File: config.mk
export PLATFORM = sky130hd
export DESIGN_NAME = supply_monitor_seq
export DESIGN_NICKNAME = d
export VERILOG_FILES = /design/src/rtl/supmon_pkg.sv /design/src/rtl/supmon_rst_sync.sv /design/src/rtl/supmon_level.sv /design/src/rtl/supmon_delay.sv /design/src/rtl/supmon_fsm.sv /design/src/rtl/supply_monitor_seq.sv
export SDC_FILE = /design/constraint.sdc
export NUM_CORES = 1
export LEC_CHECK = 0
export ABC_AREA = 1
export CAP_MARGIN = 20
export CORE_ASPECT_RATIO = 1.4
export CORE_MARGIN = 2
export CORE_UTILIZATION = 35
export DETAILED_ROUTE_END_ITERATION = 8
export GPL_TIMING_DRIVEN = 1
export HOLD_SLACK_MARGIN = 0.1
export PLACE_DENSITY_LB_ADDON = 0.25
export REMOVE_ABC_BUFFERS = 1
export SETUP_SLACK_MARGIN = 0.4
export SLEW_MARGIN = 20
export SYNTH_ARGS = -nofsm -noshare
export SYNTH_HDL_FRONTEND = slang
export SYNTH_SLANG_ARGS = --single-unit
export TNS_END_PERCENT = 20
File: constraint.sdc
create_clock -name clk -period 1.32 [get_ports clk]
set_input_delay 0.33 -clock clk [delete_from_list [all_inputs] [get_ports clk]]
set_output_delay 0.33 -clock clk [all_outputs]
set_load 0.02 [all_outputs]
File: src/rtl/supmon_pkg.sv
package supmon_pkg;

  // Ordered so that a larger value means a higher supply.
  typedef enum logic [1:0] {
    LVL_LOW  = 2'd0,
    LVL_SW   = 2'd1,
    LVL_BATT = 2'd2,
    LVL_TRIP = 2'd3
  } level_e;

  typedef enum logic [2:0] {
    ST_OFF     = 3'd0,
    ST_BACKUP  = 3'd1,
    ST_DROOP   = 3'd2,
    ST_RECOVER = 3'd3,
    ST_TIMEOUT = 3'd4,
    ST_NORMAL  = 3'd5
  } state_e;

  typedef struct packed {
    logic wp;
    logic backup;
    logic ready;
    logic cpu_rst_n;
  } outs_t;

  function automatic outs_t decode_state(state_e s);
    outs_t o;
    o = '{wp: 1'b1, backup: 1'b0, ready: 1'b0, cpu_rst_n: 1'b0};
    case (s)
      ST_BACKUP:  o.backup = 1'b1;
      ST_TIMEOUT: begin
        o.wp    = 1'b0;
        o.ready = 1'b1;
      end
      ST_NORMAL:  begin
        o.wp        = 1'b0;
        o.ready     = 1'b1;
        o.cpu_rst_n = 1'b1;
      end
      default:    ;
    endcase
    return o;
  endfunction

endpackage

File: src/rtl/supmon_rst_sync.sv
module supmon_rst_sync #(
  parameter int STAGES = 2
) (
  input  logic clk,
  input  logic rst_n_async,
  output logic rst_n_sync
);

  logic [STAGES-1:0] chain_q;

  always_ff @(posedge clk or negedge rst_n_async) begin
    if (!rst_n_async) chain_q <= '0;
    else              chain_q <= {chain_q[STAGES-2:0], 1'b1};
  end

  assign rst_n_sync = chain_q[STAGES-1];

endmodule

File: src/rtl/supmon_level.sv
module supmon_level
  import supmon_pkg::*;
(
  input  logic   above_trip,
  input  logic   above_batt,
  input  logic   above_switch,
  output level_e level
);

  always_comb begin
    if (above_trip)        level = LVL_TRIP;
    else if (above_batt)   level = LVL_BATT;
    else if (above_switch) level = LVL_SW;
    else                   level = LVL_LOW;
  end

endmodule

File: src/rtl/supmon_delay.sv
module supmon_delay #(
  parameter int LIMIT = 16
) (
  input  logic clk,
  input  logic rst_n,
  input  logic run,
  output logic done
);

  localparam int W = (LIMIT > 2) ? $clog2(LIMIT) : 1;
  localparam logic [W-1:0] LAST = W'(LIMIT - 1);

  logic [W-1:0] cnt_q, cnt_d;
  logic         cnt_en;

  assign done   = (cnt_q == LAST);
  assign cnt_en = !run || !done;

  always_comb begin
    if (!run) cnt_d = '0;
    else      cnt_d = cnt_q + W'(1);
  end

  always_ff @(posedge clk or negedge rst_n) begin
    if (!rst_n)      cnt_q <= '0;
    else if (cnt_en) cnt_q <= cnt_d;
  end

endmodule

File: src/rtl/supmon_fsm.sv
module supmon_fsm
  import supmon_pkg::*;
(
  input  logic   clk,
  input  logic   rst_n,
  input  level_e level,
  input  logic   ship_mode,
  input  logic   rec_done,
  input  logic   tmo_done,
  output state_e state,
  output logic   delay_run
);

  state_e state_q, state_d;
  logic   armed_q, armed_d;
  logic   armed_en;

  // Shipping request wins over a trip crossing.
  always_comb begin
    armed_d  = armed_q;
    armed_en = 1'b0;
    if (ship_mode) begin
      armed_d  = 1'b0;
      armed_en = 1'b1;
    end else if (level == LVL_TRIP) begin
      armed_d  = 1'b1;
      armed_en = 1'b1;
    end
  end

  always_comb begin
    state_d = state_q;
    if (level != LVL_TRIP) begin
      if (level == LVL_LOW) state_d = armed_d ? ST_BACKUP : ST_OFF;
      else                  state_d = ST_DROOP;
    end else begin
      case (state_q)
        ST_OFF, ST_BACKUP, ST_DROOP: state_d = ST_RECOVER;
        ST_RECOVER: if (rec_done) state_d = ST_TIMEOUT;
        ST_TIMEOUT: if (tmo_done) state_d = ST_NORMAL;
        ST_NORMAL:  state_d = ST_NORMAL;
        default:    state_d = ST_OFF;
      endcase
    end
  end

  always_ff @(posedge clk or negedge rst_n) begin
    if (!rst_n) state_q <= ST_OFF;
    else        state_q <= state_d;
  end

  always_ff @(posedge clk or negedge rst_n) begin
    if (!rst_n)        armed_q <= 1'b0;
    else if (armed_en) armed_q <= armed_d;
  end

  assign state     = state_q;
  assign delay_run = (level == LVL_TRIP) &&
                     ((state_q == ST_RECOVER) || (state_q == ST_TIMEOUT));

endmodule

File: src/rtl/supply_monitor_seq.sv
module supply_monitor_seq
  import supmon_pkg::*;
#(
  parameter int REC_CYCLES  = 2000,
  parameter int TMO_CYCLES  = 60000,
  parameter int SYNC_STAGES = 2
) (
  input  logic clk,
  input  logic rst_n,
  input  logic above_trip,
  input  logic above_batt,
  input  logic above_switch,
  input  logic ship_mode,
  output logic wr_protect,
  output logic use_backup,
  output logic mem_ready,
  output logic cpu_rst_n
);

  localparam int NUM_DELAYS = 2;

  if (TMO_CYCLES <= REC_CYCLES) begin : g_bad_timeout
    $error("reset timeout must exceed recovery delay");
  end
  if (REC_CYCLES < 2) begin : g_bad_recovery
    $error("recovery delay must be at least two cycles");
  end
  if (SYNC_STAGES < 2) begin : g_bad_sync
    $error("reset synchronizer needs at least two stages");
  end

  logic                  rst_n_int;
  level_e                level;
  state_e                state;
  logic                  delay_run;
  logic [NUM_DELAYS-1:0] delay_done;
  outs_t                 outs;

  supmon_rst_sync #(.STAGES(SYNC_STAGES)) u_rst_sync (
    .clk         (clk),
    .rst_n_async (rst_n),
    .rst_n_sync  (rst_n_int)
  );

  supmon_level u_level (
    .above_trip   (above_trip),
    .above_batt   (above_batt),
    .above_switch (above_switch),
    .level        (level)
  );

  // Index 0: recovery delay, index 1: reset timeout. Both start together.
  for (genvar gi = 0; gi < NUM_DELAYS; gi++) begin : g_delay
    localparam int LIM = (gi == 0) ? REC_CYCLES : TMO_CYCLES;
    supmon_delay #(.LIMIT(LIM)) u_delay (
      .clk   (clk),
      .rst_n (rst_n_int),
      .run   (delay_run),
      .done  (delay_done[gi])
    );
  end

  supmon_fsm u_fsm (
    .clk       (clk),
    .rst_n     (rst_n_int),
    .level     (level),
    .ship_mode (ship_mode),
    .rec_done  (delay_done[0]),
    .tmo_done  (delay_done[1]),
    .state     (state),
    .delay_run (delay_run)
  );

  assign outs       = decode_state(state);
  assign wr_protect = outs.wp;
  assign use_backup = outs.backup;
  assign mem_ready  = outs.ready;
  assign cpu_rst_n  = outs.cpu_rst_n;

endmodule

==> results.py, run 1 <==
metrics = {
    "global_route": {
        "grt_pass1_vias": 1559,
        "grt_pass1_wl_um": 6620,
        "overflow": 0,
        "grt_use_total_pct": 15.5,
        "grt_max_degree": 32,
        "antenna_found_initial": 0,
    },
    "floorplan": {
        "die_y_um": 85.9,
        "die_area_mm2": 0.00537,
        "fp-row-count": 29,
        "core_area_mm2": 0.00457,
        "start_util_pct": 36.7,
        "fp.dieW_um": 62.5,
        "io-pin-count": 10,
    },
    "layout": {
        "syn2layout_area_growth_pct": 40.1,
        "n_antenna_cell": 0,
        "seq_area_um2": 826,
        "drive_gt1_share_pct": 32.0,
        "final_net_count": 282,
        "stdcell_count": 337,
        "fill_cells": 474,
        "fin_util_pct": 51.4,
        "multi_input_area_um2": 852,
    },
    "setup_path": {
        "r2r_start": "u_fsm.state[2]",
        "worstPathArrival_ns": 1.10,
        "crit_start": "u_fsm.state[2]",
        "crit_cells": 5,
        "worstSetupPathType": "reg2out",
        "start_kind": "flip-flop",
        "crit_slowest_cell": "dfrtp_1",
        "reg2reg_depth": 8,
        "critPathTopFamily": "flip-flops",
        "worst-path-buf-inv": 3,
        "crit_path_end_kind": "primary output",
        "path_max_fanout": 3,
        "slowest_delay_ns": 0.37,
        "crit_chain": "inv_2 -> nor2_4 -> inv_1 -> nor2_1 -> buf_4",
        "worstPathRequired_ns": 0.99,
    },
    "logic_synthesis": {
        "synth_compound_area_share_pct": 11.6,
        "muxShareOfSynthArea_pct": 0,
        "yosys.area.top_type": "dfrtp_1",
        "synth.area.top_cells": "dfrtp_1, nand2_1, nor2_1, inv_1, nand3_1",
        "syn-cell-area_mm2": 0.00168,
        "synth_cells": 218,
        "synth_top_family_by_area": "simple AND/OR/NAND/NOR gates",
        "yosysWarnings": 0,
        "netlist.area_leader.share_pct": 49.2,
        "synth.distinct_cells": 25,
        "synth-seq-cells": 33,
        "avgSynthCellArea_um2": 7.70,
        "ys_seq_area_share_pct": 49.2,
        "yosys.area_share.simple_pct": 28.5,
        "synth_xor_area_share_pct": 2.09,
        "synth_fa_ha_area_share_pct": 1.49,
    },
    "drt": {
        "ant_nets": 0,
        "vias": 1544,
        "wl_per_cell_um": 10.8,
        "drt-pass1-iter-count": 4,
        "via_per_inst": 4.58,
        "first_iter_violations": 32,
        "routed_wl_um": 3660,
        "drc": 0,
    },
    "clock_network": {
        "htreeDepth": 2,
        "clock-sinks": 33,
        "cts-root-buf": "clkbuf_8",
        "clk_latency_ns": 0.29,
        "cts_tree": "yes",
        "hold_buffers": 0,
        "cts-buffers-inserted": 5,
        "clockBufferDepth": 2,
        "path_clk_slew_ns": 0.07,
    },
    "timing": {
        "rsz0062_at_grt": "true",
        "setup_slack_ns": -0.110,
        "period_needed_ns": 1.43,
        "setup-violations-final": 24,
        "fmax_mhz": 699,
        "timing.final.hold_violations": 0,
        "tns_ns": -1.14,
        "drv_slew": 0,
        "final.setup_skew_ns": 0.0106,
        "final.period_utilization_pct": 108,
    },
    "place": {
        "gpl.final_weighted_congestion": 0.750,
        "dpl_worst_slack_ns": -0.285,
        "dp_hpwl_um": 2550,
        "numPortBuffers": 9,
        "place_inst": 327,
    },
    "power": {
        "combinationalPowerShare_pct": 30.1,
        "pwr-share-seq_pct": 42.1,
        "switching_power_mw": 0.846,
        "switching_share_pct": 31.8,
        "finalPower_mw": 2.66,
        "p_int_mw": 1.82,
        "pwr-share-clk_pct": 27.8,
        "power.leakage_nw": 1.07,
        "peakVddDrop_mv": 0.790,
        "p_per_area_mw_per_mm2": 1130,
    },
    "job": {
        "drv_cap": 0,
    },
    "outcome": {
        "status": "finished, violations left",
        "violations": "setup timing",
    },
    "hold_path": {
        "hold_class": "in2async",
    },
}
Yosys cell counts:
| library cell | instances |
|---|---|
| a21oi_4 | 1 |
| nand2_1 | 53 |
| inv_2 | 1 |
| nand3_1 | 15 |
| nor3_1 | 7 |
| o211ai_1 | 1 |
| nor2_1 | 37 |
| o21ai_0 | 9 |
| a31oi_1 | 4 |
| nand4_1 | 1 |
| xor2_1 | 3 |
| buf_4 | 1 |
| nand2_2 | 1 |
| conb_1 | 1 |
| buf_6 | 1 |
| nor2_4 | 1 |
| o21ai_2 | 1 |
| o22ai_1 | 1 |
| o21ai_1 | 4 |
| ha_1 | 2 |
| dfrtp_1 | 33 |
| nor2_2 | 1 |
| a21oi_1 | 13 |
| inv_1 | 25 |
| xnor2_1 | 1 |
timing repair:
item | in CTS | in global routing
setup buffers | 2 | 0
pin swaps | 8 | 4
resized for setup | 40 | 19
setup endpoints to repair | 35 | 34
layout by cell type, fill, tap and decap left out, types with 5 or more instances in the layout:
master,synthesis,routed
dfrtp_1,33,33
nand2_2,1,5
inv_1,25,22
a21oi_1,13,13
nor2_1,37,28
nor2_2,1,7
o21ai_0,9,9
nor3_1,7,5
nand2_1,53,46
nand3_2,0,5
nand3_1,15,10
clkbuf_8,0,5
buf_4,1,40
cell families (layout without fill, tap and decap cells):
| family | count (synthesis) | in the layout |
|---|---|---|
| other cells | 1 | 1 |
| xor+xnor | 4 | 4 |
| fa+ha+maj | 2 | 2 |
| compound gates | 34 | 34 |
| buf+inv | 28 | 85 |
| flops | 33 | 33 |
| simple gates | 116 | 116 |
per-stage QoR:
| step | hold slack [ns] | instance area (µm²) |
|---|---|---|
| after floorplan | 0.0344 | 1660 |
| after global placement | 0.274 | 2140 |
| after CTS | 0.196 | 2280 |
| final | 0.196 | 2350 |
| after global routing | 0.200 | 2350 |
| after detailed placement | 0.276 | 2140 |
layer usage:
metal,up-vias,track usage [%],routed length (µm)
li1,812,-,-
met1,704,17.8,1580
met5,-,0,0
met2,21,28.3,1900
met3,7,2.76,96
met4,0,6.06,78
final cells by class:
type,count,area share (%)
multi-input combinational,157,36.2
clock inverter,2,0.426
sequential,33,35.1
tap,62,3.30
timing repair buffer,51,17.6
clock buffer,6,3.09
inverter,26,4.26
final timing paths:
path	slack, ns	end
setup / recovery	-0.11	cpu_rst_n
hold / removal	0.20	u_rst_sync.chain_q[1]
setup reg to reg	-0.08	g_delay[1].u_delay.cnt_q[14]
hold reg to reg	0.26	g_delay[1].u_delay.cnt_q[6]
max in group asynchronous	0.75	g_delay[0].u_delay.cnt_q[4]
min in group clk	0.35	u_rst_sync.chain_q[1]
power by group through the flow:
stage	combinational [mW]	sequential [mW]	clock (mW)
floorplan	0.333	1.15	0
global placement	0.724	1.13	0
detailed placement	0.728	1.14	0
CTS	0.750	1.12	0.759
global route	0.892	1.13	0.807
finish	0.802	1.12	0.740
state kept, by name (all words and copies together) (netlist names):
| signal | cells |
|---|---|
| u_rst_sync.chain_q | 2 |
| u_fsm.state | 3 |
| g_delay.u_delay.cnt_q | 27 |
| u_fsm.armed_q | 1 |
(Power assumes the default switching activity.)
==> inputs of run 2 (changes only) <==
CAP_MARGIN = 40   (was 20)
CORE_UTILIZATION = 55   (was 35)
==> results.py, run 2 (same netlist as run 1, synthesis figures left out) <==
metrics = {
    "power": {
        "peakVddDrop_mv": 1.28,
        "power.leakage_nw": 1.07,
        "p_int_mw": 1.83,
        "p_per_area_mw_per_mm2": 1170,
        "pwr-share-clk_pct": 27.4,
        "switching_share_pct": 32.1,
        "combinationalPowerShare_pct": 30.9,
        "switching_power_mw": 0.864,
        "pwr-share-seq_pct": 41.7,
    },
    "setup_path": {
        "crit_chain": "inv_2 -> nor2_4 -> inv_1 -> nor2_1 -> buf_4",
        "r2r_end": "g_delay[0].u_delay.cnt_q[2]",
        "rrSetupSlack_ns": -0.07,
        "worstSetupPathType": "reg2out",
        "crit_slowest_cell": "dfrtp_1",
        "reg2reg_depth": 8,
        "cp-endpoint": "cpu_rst_n",
        "start_kind": "flip-flop",
        "path_max_fanout": 3,
        "worstPathArrival_ns": 1.13,
        "crit_path_end_kind": "primary output",
        "r2r_start": "u_fsm.state[2]",
        "slowest_delay_ns": 0.37,
        "worstPathRequired_ns": 0.99,
        "crit_start": "u_fsm.state[2]",
    },
    "outcome": {
        "violations": "setup timing",
        "status": "finished, violations left",
    },
    "timing": {
        "period_needed_ns": 1.46,
        "timing.final.hold_violations": 0,
        "rsz0062_at_grt": "true",
        "final.period_utilization_pct": 111,
        "drv_slew": 0,
        "whs_ns": 0.196,
        "setup_slack_ns": -0.144,
        "setup-violations-final": 23,
        "final.setup_skew_ns": 0.00754,
        "fmax_mhz": 683,
    },
    "floorplan": {
        "core_area_mm2": 0.00288,
        "die_area_mm2": 0.00351,
        "fp.dieW_um": 50.7,
        "fp-row-count": 23,
        "io-pin-count": 10,
        "die_y_um": 69.4,
        "start_util_pct": 58.3,
    },
    "global_route": {
        "antenna_found_initial": 0,
        "grt_pass1_wl_um": 7020,
        "grt_pass1_vias": 1717,
        "grt_max_degree": 32,
        "overflow": 0,
        "grt_use_total_pct": 26.9,
    },
    "layout": {
        "n_antenna_cell": 0,
        "final_cell_mix": "nand2_1, buf_4, dfrtp_1",
        "largest_reg_flops": 27,
        "syn2layout_area_growth_pct": 37.5,
        "stdcell_count": 314,
        "final_common_cell": "nand2_1",
        "final_net_count": 284,
        "drive_gt1_share_pct": 30.7,
        "top_register": "g_delay.u_delay.cnt_q",
    },
    "clock_network": {
        "cts-root-buf": "clkbuf_8",
        "cts_tree": "yes",
        "clockBufferDepth": 2,
        "htreeDepth": 2,
        "cts-buffers-inserted": 5,
        "path_clk_slew_ns": 0.07,
        "hold_buffers": 0,
        "clk_latency_ns": 0.29,
        "clock-sinks": 33,
    },
    "drt": {
        "drc": 0,
        "first_iter_violations": 30,
        "wl_per_cell_um": 13.1,
        "vias": 1623,
        "drt-pass1-iter-count": 4,
        "ant_nets": 0,
        "via_per_inst": 5.17,
        "routed_wl_um": 4130,
    },
    "hold_path": {
        "hold_class": "in2async",
    },
    "place": {
        "gpl.final_weighted_congestion": 0.862,
        "dp_hpwl_um": 2700,
        "place_inst": 303,
        "numPortBuffers": 9,
    },
    "job": {
        "drv_cap": 0,
    },
}
run 2: cell types whose count changed in the layout (fill, tap and decap cells not counted), moves of 2 or more:
cell,previous run,this run
o21ai_0,9,7
a21oi_1,13,11
nand3_4,0,2
nor3_2,2,0
nand2_4,3,1
inv_2,3,5
buf_4,40,43
nor2_1,28,31
nor3_1,5,7
a21oi_2,0,2
nand3_2,5,2
o21ai_1,4,6
nor2_2,7,4
run 2: area by class of cell:
cell class / instances / area (µm²)
Clock inverter: 2 / 10.0
Multi-Input combinational cell: 157 / 833
Inverter: 26 / 97.6
Clock buffer: 6 / 72.6
Timing Repair Buffer: 53 / 422
Tap cell: 37 / 46.3
Sequential cell: 33 / 826
Fill cell: 203 / 571
run 2: how the worst min path moves through the flow:
| stage | slack (ns) | from | endpoint |
|---|---|---|---|
| after global routing | 0.20 | rst_n | u_rst_sync.chain_q[0] |
| after detailed placement | 0.27 | u_rst_sync.chain_q[1] | g_delay[1].u_delay.cnt_q[2] |
| after floorplan | 0.03 | rst_n | u_rst_sync.chain_q[0] |
| after CTS | 0.19 | rst_n | u_rst_sync.chain_q[0] |
| after global placement | 0.27 | u_rst_sync.chain_q[1] | g_delay[1].u_delay.cnt_q[2] |
| final | 0.20 | rst_n | u_rst_sync.chain_q[0] |
run 2: per-layer routing:
| metal | wire length (µm) | global-route usage [%] | vias to the layer above |
|---|---|---|---|
| met2 | 2260 | 48.8 | 22 |
| li1 | - | - | 815 |
| met3 | 108 | 6.25 | 13 |
| met4 | 129 | 14.7 | 0 |
| met1 | 1630 | 27.3 | 773 |
| met5 | 0 | 0 | - |
run 2: power by group through the flow:
stage	sequential [mW]	combinational, mW	clock [mW]
after floorplan	1.15	0.333	0
after global placement	1.13	0.709	0
after detailed placement	1.14	0.720	0
after CTS	1.12	0.780	0.753
after global routing	1.13	0.912	0.788
final	1.12	0.832	0.738
run 2: timing repair:
| item | CTS | global route |
|---|---|---|
| gates resized for setup | 47 | 10 |
| buffers inserted | 3 | 0 |
| setup endpoints to repair | 35 | 34 |
| pin swaps | 10 | 3 |
run 2: metrics by stage:
stage | area (µm²) | utilization [%] | setup slack, ns | total power [mW] | TNS, ns
finish | 2310 | 80.2 | -0.144 | 2.69 | -0.950
global route | 2310 | 80.2 | -0.259 | 2.83 | -4.12
CTS | 2270 | 79.0 | -0.104 | 2.66 | -1.11
detailed placement | 2100 | 73.1 | -0.296 | 1.86 | -6.39
global placement | 2100 | 73.1 | -0.259 | 1.84 | -5.30
floorplan | 1660 | - | -0.159 | 1.48 | -1.71
run 2: critical path, delay by kind of cell (launching register included):
family                 cells  cell delay [ns]
and+or+nand+nor            2             0.21
DFF                        1             0.37
buffers and inverters      3             0.27
